==> config.mk <==
export PLATFORM = sky130hd
export DESIGN_NAME = sreg_read_port
export DESIGN_NICKNAME = d
export VERILOG_FILES = /design/src/rtl/sreg_pkg.sv /design/src/rtl/sync_edge.sv /design/src/rtl/read_shifter.sv /design/src/rtl/ready_keeper.sv /design/src/rtl/sreg_read_port.sv
export SDC_FILE = /design/constraint.sdc
export NUM_CORES = 1
export LEC_CHECK = 0
export BUFFER_PORTS_ARGS = -buffer_cell sky130_fd_sc_hd__buf_2
export CAP_MARGIN = 20
export CELL_PAD_IN_SITES_DETAIL_PLACEMENT = 1
export CELL_PAD_IN_SITES_GLOBAL_PLACEMENT = 2
export CORE_ASPECT_RATIO = 0.5
export CORE_UTILIZATION = 40
export DETAILED_ROUTE_END_ITERATION = 8
export PLACE_DENSITY_LB_ADDON = 0.1
export SYNTH_ARGS = -nofsm -noshare
export SYNTH_HDL_FRONTEND = slang
export SYNTH_HIERARCHICAL = 1
export SYNTH_SLANG_ARGS = --single-unit
==> constraint.sdc <==
create_clock -name clk -period 2.3 [get_ports clk]
set_input_delay 0.23 -clock clk [delete_from_list [all_inputs] [get_ports clk]]
set_output_delay 0.23 -clock clk [all_outputs]
set_load 0.005 [all_outputs]
==> src/rtl/sreg_pkg.sv <==
package sreg_pkg;
  typedef enum logic {SRC_CTRL = 1'b0, SRC_DATA = 1'b1} src_e;

  // True when the bit index reached is the final one of a word
  function automatic logic word_end(input int unsigned fall_cnt, input int unsigned width);
    return fall_cnt == width - 1;
  endfunction
endpackage

==> src/rtl/sync_edge.sv <==
module sync_edge #(
  parameter int STAGES  = 2,
  parameter bit RST_VAL = 1'b0
) (
  input  logic clk,
  input  logic rst_n,
  input  logic async_i,
  output logic level_o,
  output logic rise_o,
  output logic fall_o
);
  logic [STAGES:0] chain;

  always_ff @(posedge clk or negedge rst_n) begin
    if (!rst_n) chain <= {(STAGES+1){RST_VAL}};
    else        chain <= {chain[STAGES-1:0], async_i};
  end

  assign level_o = chain[STAGES-1];
  assign rise_o  = chain[STAGES-1] & ~chain[STAGES];
  assign fall_o  = ~chain[STAGES-1] & chain[STAGES];
endmodule

==> src/rtl/read_shifter.sv <==
module read_shifter
  import sreg_pkg::*;
#(
  parameter int WORD_W = 24,
  localparam int CNT_W = $clog2(WORD_W)
) (
  input  logic              clk,
  input  logic              rst_n,
  input  logic              frame_fall,
  input  logic              frame_rise,
  input  logic              sclk_fall,
  input  logic              addr_i,
  input  logic [WORD_W-1:0] data_word,
  input  logic [WORD_W-1:0] ctrl_word,
  output logic              sdata,
  output logic              oe,
  output logic              busy_data,
  output logic              done_data,
  output logic [CNT_W-1:0]  bit_cnt
);
  logic [WORD_W-1:0] shreg;
  logic              open_q;
  src_e              src_q;
  logic              done_q;

  always_ff @(posedge clk or negedge rst_n) begin
    if (!rst_n) begin
      shreg   <= '0;
      open_q  <= 1'b0;
      src_q   <= SRC_CTRL;
      done_q  <= 1'b0;
      oe      <= 1'b0;
      bit_cnt <= '0;
    end else begin
      done_q <= 1'b0;
      if (frame_fall) begin
        oe <= 1'b1;
        if (!open_q) begin
          open_q  <= 1'b1;
          src_q   <= addr_i ? SRC_DATA : SRC_CTRL;
          shreg   <= addr_i ? data_word : ctrl_word;
          bit_cnt <= '0;
        end
      end else if (frame_rise) begin
        oe <= 1'b0;
      end else if (sclk_fall && oe) begin
        if (word_end(int'(bit_cnt), WORD_W)) begin
          bit_cnt <= '0;
          open_q  <= 1'b0;
          oe      <= 1'b0;
          done_q  <= 1'b1;
        end else begin
          bit_cnt <= bit_cnt + 1'b1;
          shreg   <= {shreg[WORD_W-2:0], 1'b0};
        end
      end
    end
  end

  assign sdata     = oe & shreg[WORD_W-1];
  assign busy_data = open_q & (src_q == SRC_DATA);
  assign done_data = done_q & (src_q == SRC_DATA);
endmodule

==> src/rtl/ready_keeper.sv <==
module ready_keeper #(
  parameter int WORD_W = 24
) (
  input  logic              clk,
  input  logic              rst_n,
  input  logic              conv_valid,
  input  logic [WORD_W-1:0] conv_word,
  input  logic              busy_data,
  input  logic              done_data,
  output logic [WORD_W-1:0] data_word,
  output logic              drdy_n
);
  logic              pend_q;
  logic [WORD_W-1:0] pend_word;
  logic              can_load;

  assign can_load = !busy_data && !done_data;

  always_ff @(posedge clk or negedge rst_n) begin
    if (!rst_n) begin
      data_word <= '0;
      pend_word <= '0;
      pend_q    <= 1'b0;
      drdy_n    <= 1'b1;
    end else begin
      if (done_data) drdy_n <= 1'b1;
      if (conv_valid || pend_q) begin
        if (can_load) begin
          data_word <= conv_valid ? conv_word : pend_word;
          pend_q    <= 1'b0;
          drdy_n    <= 1'b0;
        end else if (conv_valid) begin
          pend_word <= conv_word;
          pend_q    <= 1'b1;
        end
      end
    end
  end
endmodule

==> src/rtl/sreg_read_port.sv <==
module sreg_read_port #(
  parameter int WORD_W      = 24,
  parameter int SYNC_STAGES = 2
) (
  input  logic              clk,
  input  logic              rst_n,
  input  logic              sclk_i,
  input  logic              frame_n_i,
  input  logic              addr_i,
  input  logic              conv_valid_i,
  input  logic [WORD_W-1:0] conv_word_i,
  input  logic [WORD_W-1:0] ctrl_word_i,
  output logic              sdata_o,
  output logic              sdata_oe_o,
  output logic              drdy_n_o
);
  localparam int CNT_W = $clog2(WORD_W);

  logic sclk_lvl, sclk_rise, sclk_fall;
  logic frame_lvl, frame_rise, frame_fall;
  logic busy_data, done_data;
  logic [CNT_W-1:0]  bit_cnt;
  logic [WORD_W-1:0] data_word;

  sync_edge #(.STAGES(SYNC_STAGES), .RST_VAL(1'b0)) u_sclk_sync (
    .clk(clk), .rst_n(rst_n), .async_i(sclk_i),
    .level_o(sclk_lvl), .rise_o(sclk_rise), .fall_o(sclk_fall)
  );

  sync_edge #(.STAGES(SYNC_STAGES), .RST_VAL(1'b1)) u_frame_sync (
    .clk(clk), .rst_n(rst_n), .async_i(frame_n_i),
    .level_o(frame_lvl), .rise_o(frame_rise), .fall_o(frame_fall)
  );

  read_shifter #(.WORD_W(WORD_W)) u_shift (
    .clk(clk), .rst_n(rst_n),
    .frame_fall(frame_fall), .frame_rise(frame_rise), .sclk_fall(sclk_fall),
    .addr_i(addr_i), .data_word(data_word), .ctrl_word(ctrl_word_i),
    .sdata(sdata_o), .oe(sdata_oe_o),
    .busy_data(busy_data), .done_data(done_data), .bit_cnt(bit_cnt)
  );

  ready_keeper #(.WORD_W(WORD_W)) u_ready (
    .clk(clk), .rst_n(rst_n),
    .conv_valid(conv_valid_i), .conv_word(conv_word_i),
    .busy_data(busy_data), .done_data(done_data),
    .data_word(data_word), .drdy_n(drdy_n_o)
  );
endmodule

==> results.md <==
* Outcome: finished, final reports clean
* Pre-CTS setup slack at 295 ps
* Gate Count Post-Synth at 321
* Clk buf depth at 2
* Power per standard cell area at roughly 1100 nW/um^2
* Hold Path Class: input port to flip-flop
* Period minus WS final at 2010 ps
* Lkg Pwr at around 2.3 nW
* Crit start category: flip-flop
* Final ANT Viol Nets at 0
* Register area at ~2200 sq um
* Root Buffer: clkbuf_16
* Layout cells sized above 1 at 48.3%
* Worst Hold End: u_ready/pend_word[0]
* Rel. slew slack at 63.4%
* Via Count at around 2600
* Fin. max-slew vios at 0
* Period utilization at between 80% and 90%
* Crit path capture type: flip-flop
* Initial antenna violation count at 0
* Syn nets at 376
* Crit-path cells: and2b_2 -> nand4bb_4 -> o21ai_4 -> buf_4 -> mux2_2
* Core Area at about 10000 sq um
* RSZ-0062 raised after global routing: false
* CP Max Fanout at 12
* Area of the multi-input gates at 1900 sq um
* Worst Reg-to-Reg Cells at 5
* Global-route wire length before repair at 14.6 mm
* Final hold violation count at 0
* DIE AREA at 11200 sq um
* Least-Margin Pin Slew at around 550 ps
* Setup violators final at 0
* DR DRC count at 0
* Slowest-stage cell, CP: dfstp_2
* Hold path cells at 2
* TNS Setup at 0 ps
* Reg2Reg Launch Point: u_frame_sync/chain[1]
* Yosys Warn Count at 6
* Total track usage at 18.0%
* Io pins at 57
* FP Rows at 26
* # nets final at about 440
* DIE WIDTH at approximately 150 um
* CP Data Required Time at around 2500 ps
* H-Tree Depth at 3
* Number of global-route vias before repair at ~2800
* Reg2reg end: u_shift/shreg[14]
* P&R area growth vs syn at 17.2%
* Skew final at ~5.3 ps
* TritonCTS clock tree: built
* FILL cells at roughly 1100
* Fmax achieved at 0.499 GHz
* Synthesized area per cell at ~13 sq um
* Clock sinks at 89
* Number of port buffers at between 50 and 60
* GRT overflow at 0
* Worst VDD drop at roughly 0.00048 V
* Final HPWL DP at 6.17 mm
* Hold path start: conv_word_i[0]
* Initial Util at 41.6%
* Skew-Pair Late Insertion Delay at roughly 340 ps
* Worst path max stage delay at 540 ps
* Largest net degree at the start of global routing at between 70 and 80
* ANT cells at 0
* Clock-pin slew on the worst setup and hold paths at ~60 ps
* WL per Instance at around 17 um
* Crit path kind: flip-flop to flip-flop
* Hold-fix buffers, CTS at 3
* Iteration-0 DRC Markers at 74
* DRT Pass-1 Iters at 4
* GPL Wtd Cong at approximately 0.70
* Die height at 75.3 um
* Via density at around 5.0
* FF-to-FF setup slack at about 290 ps
* Post-cts resize count at 0
* Max_cap viols at 0
* Worst Path Arrival at between 2000 and 2500 ps
* Setup slack after layout at 294 ps
* CTS buffer count at 9
* WL final at 9.12 mm
* Post-CTS setup buffers at 0
* Mapped Area at about 4300 sq um
-- placed cells by master (no fill, tap or decap), drive strengths merged, types with 4 or more instances in the layout --
cell type / instances
mux2i: 24
clkbuf: 14
mux2: 96
dfrtp: 85
nand3: 4
a21oi: 23
o21ai: 5
buf: 65
inv: 4
dfstp: 4
nor2: 30
-- how the worst max path moves through the flow --
stage,start,cells after the start,endpoint,slack [ps]
floorplan,u_frame_sync/chain[1],6,u_shift/shreg[10],410
global placement,u_frame_sync/chain[1],5,u_shift/shreg[8],370
detailed placement,u_frame_sync/chain[1],5,u_shift/shreg[14],300
CTS,u_frame_sync/chain[1],5,u_shift/shreg[6],290
global route,u_frame_sync/chain[1],5,u_shift/shreg[8],230
finish,u_frame_sync/chain[1],5,u_shift/shreg[14],290
-- flip-flops by register name, indices dropped and copies added (netlist names), 3 cells and up --
register	count
u_ready/pend_word	24
u_shift/bit_cnt	5
u_frame_sync/chain	3
u_shift/shreg	24
u_ready/data_word	24
u_sclk_sync/chain	3
-- routing by layer --
metal | global-route usage [%] | wire length (um) | vias to the layer above
met1 | 22.7 | 4300 | 1335
met2 | 29.6 | 4290 | 45
met5 | 0 | 0 | -
li1 | - | - | 1246
met4 | 5.50 | 102 | 0
met3 | 6.29 | 424 | 10
-- cell type report --
class / instances / area share, %
Inverter: 4 / 0.298
Sequential cell: 89 / 44.3
Timing Repair Buffer: 68 / 7.79
Multi-Input combinational cell: 208 / 37.8
Clock buffer: 14 / 5.23
Tap cell: 140 / 3.47
Clock inverter: 2 / 1.19
-- power breakdown --
group | total, mW | leakage, nW | internal, mW | switching, mW
Sequential | 2.47 | 1.05 | 2.14 | 0.331
Clock | 1.61 | 0.157 | 1.01 | 0.601
Combinational | 1.31 | 1.06 | 0.815 | 0.496
Total | 5.39 | 2.27 | 3.97 | 1.43
-- stage by stage --
| stage | area, sq um | hold WS, ps | util, % | cells | power [mW] |
|---|---|---|---|---|---|
| 2_1_floorplan | 4300 | -65.6 | - | 321 | 3.45 |
| 3_5_place_dp | 4690 | 113 | 45.3 | 506 | 3.82 |
| 3_3_place_gp | 4690 | 109 | 45.3 | 506 | 3.71 |
| 4_1_cts | 5040 | 123 | 48.8 | 525 | 5.47 |
| 5_1_grt | 5040 | 117 | 48.8 | 525 | 5.72 |
| 6_report | 5040 | 128 | 48.8 | 525 | 5.39 |
-- critical path, delay by kind of cell (launching register included) --
kind,cells,cell delay [ps]
AOI/OAI and AO/OA,1,200
buffers and inverters,1,250
DFF,1,540
muxes,1,360
and+or+nand+nor,2,540
Note: power is estimated with default switching activity, not from simulation.
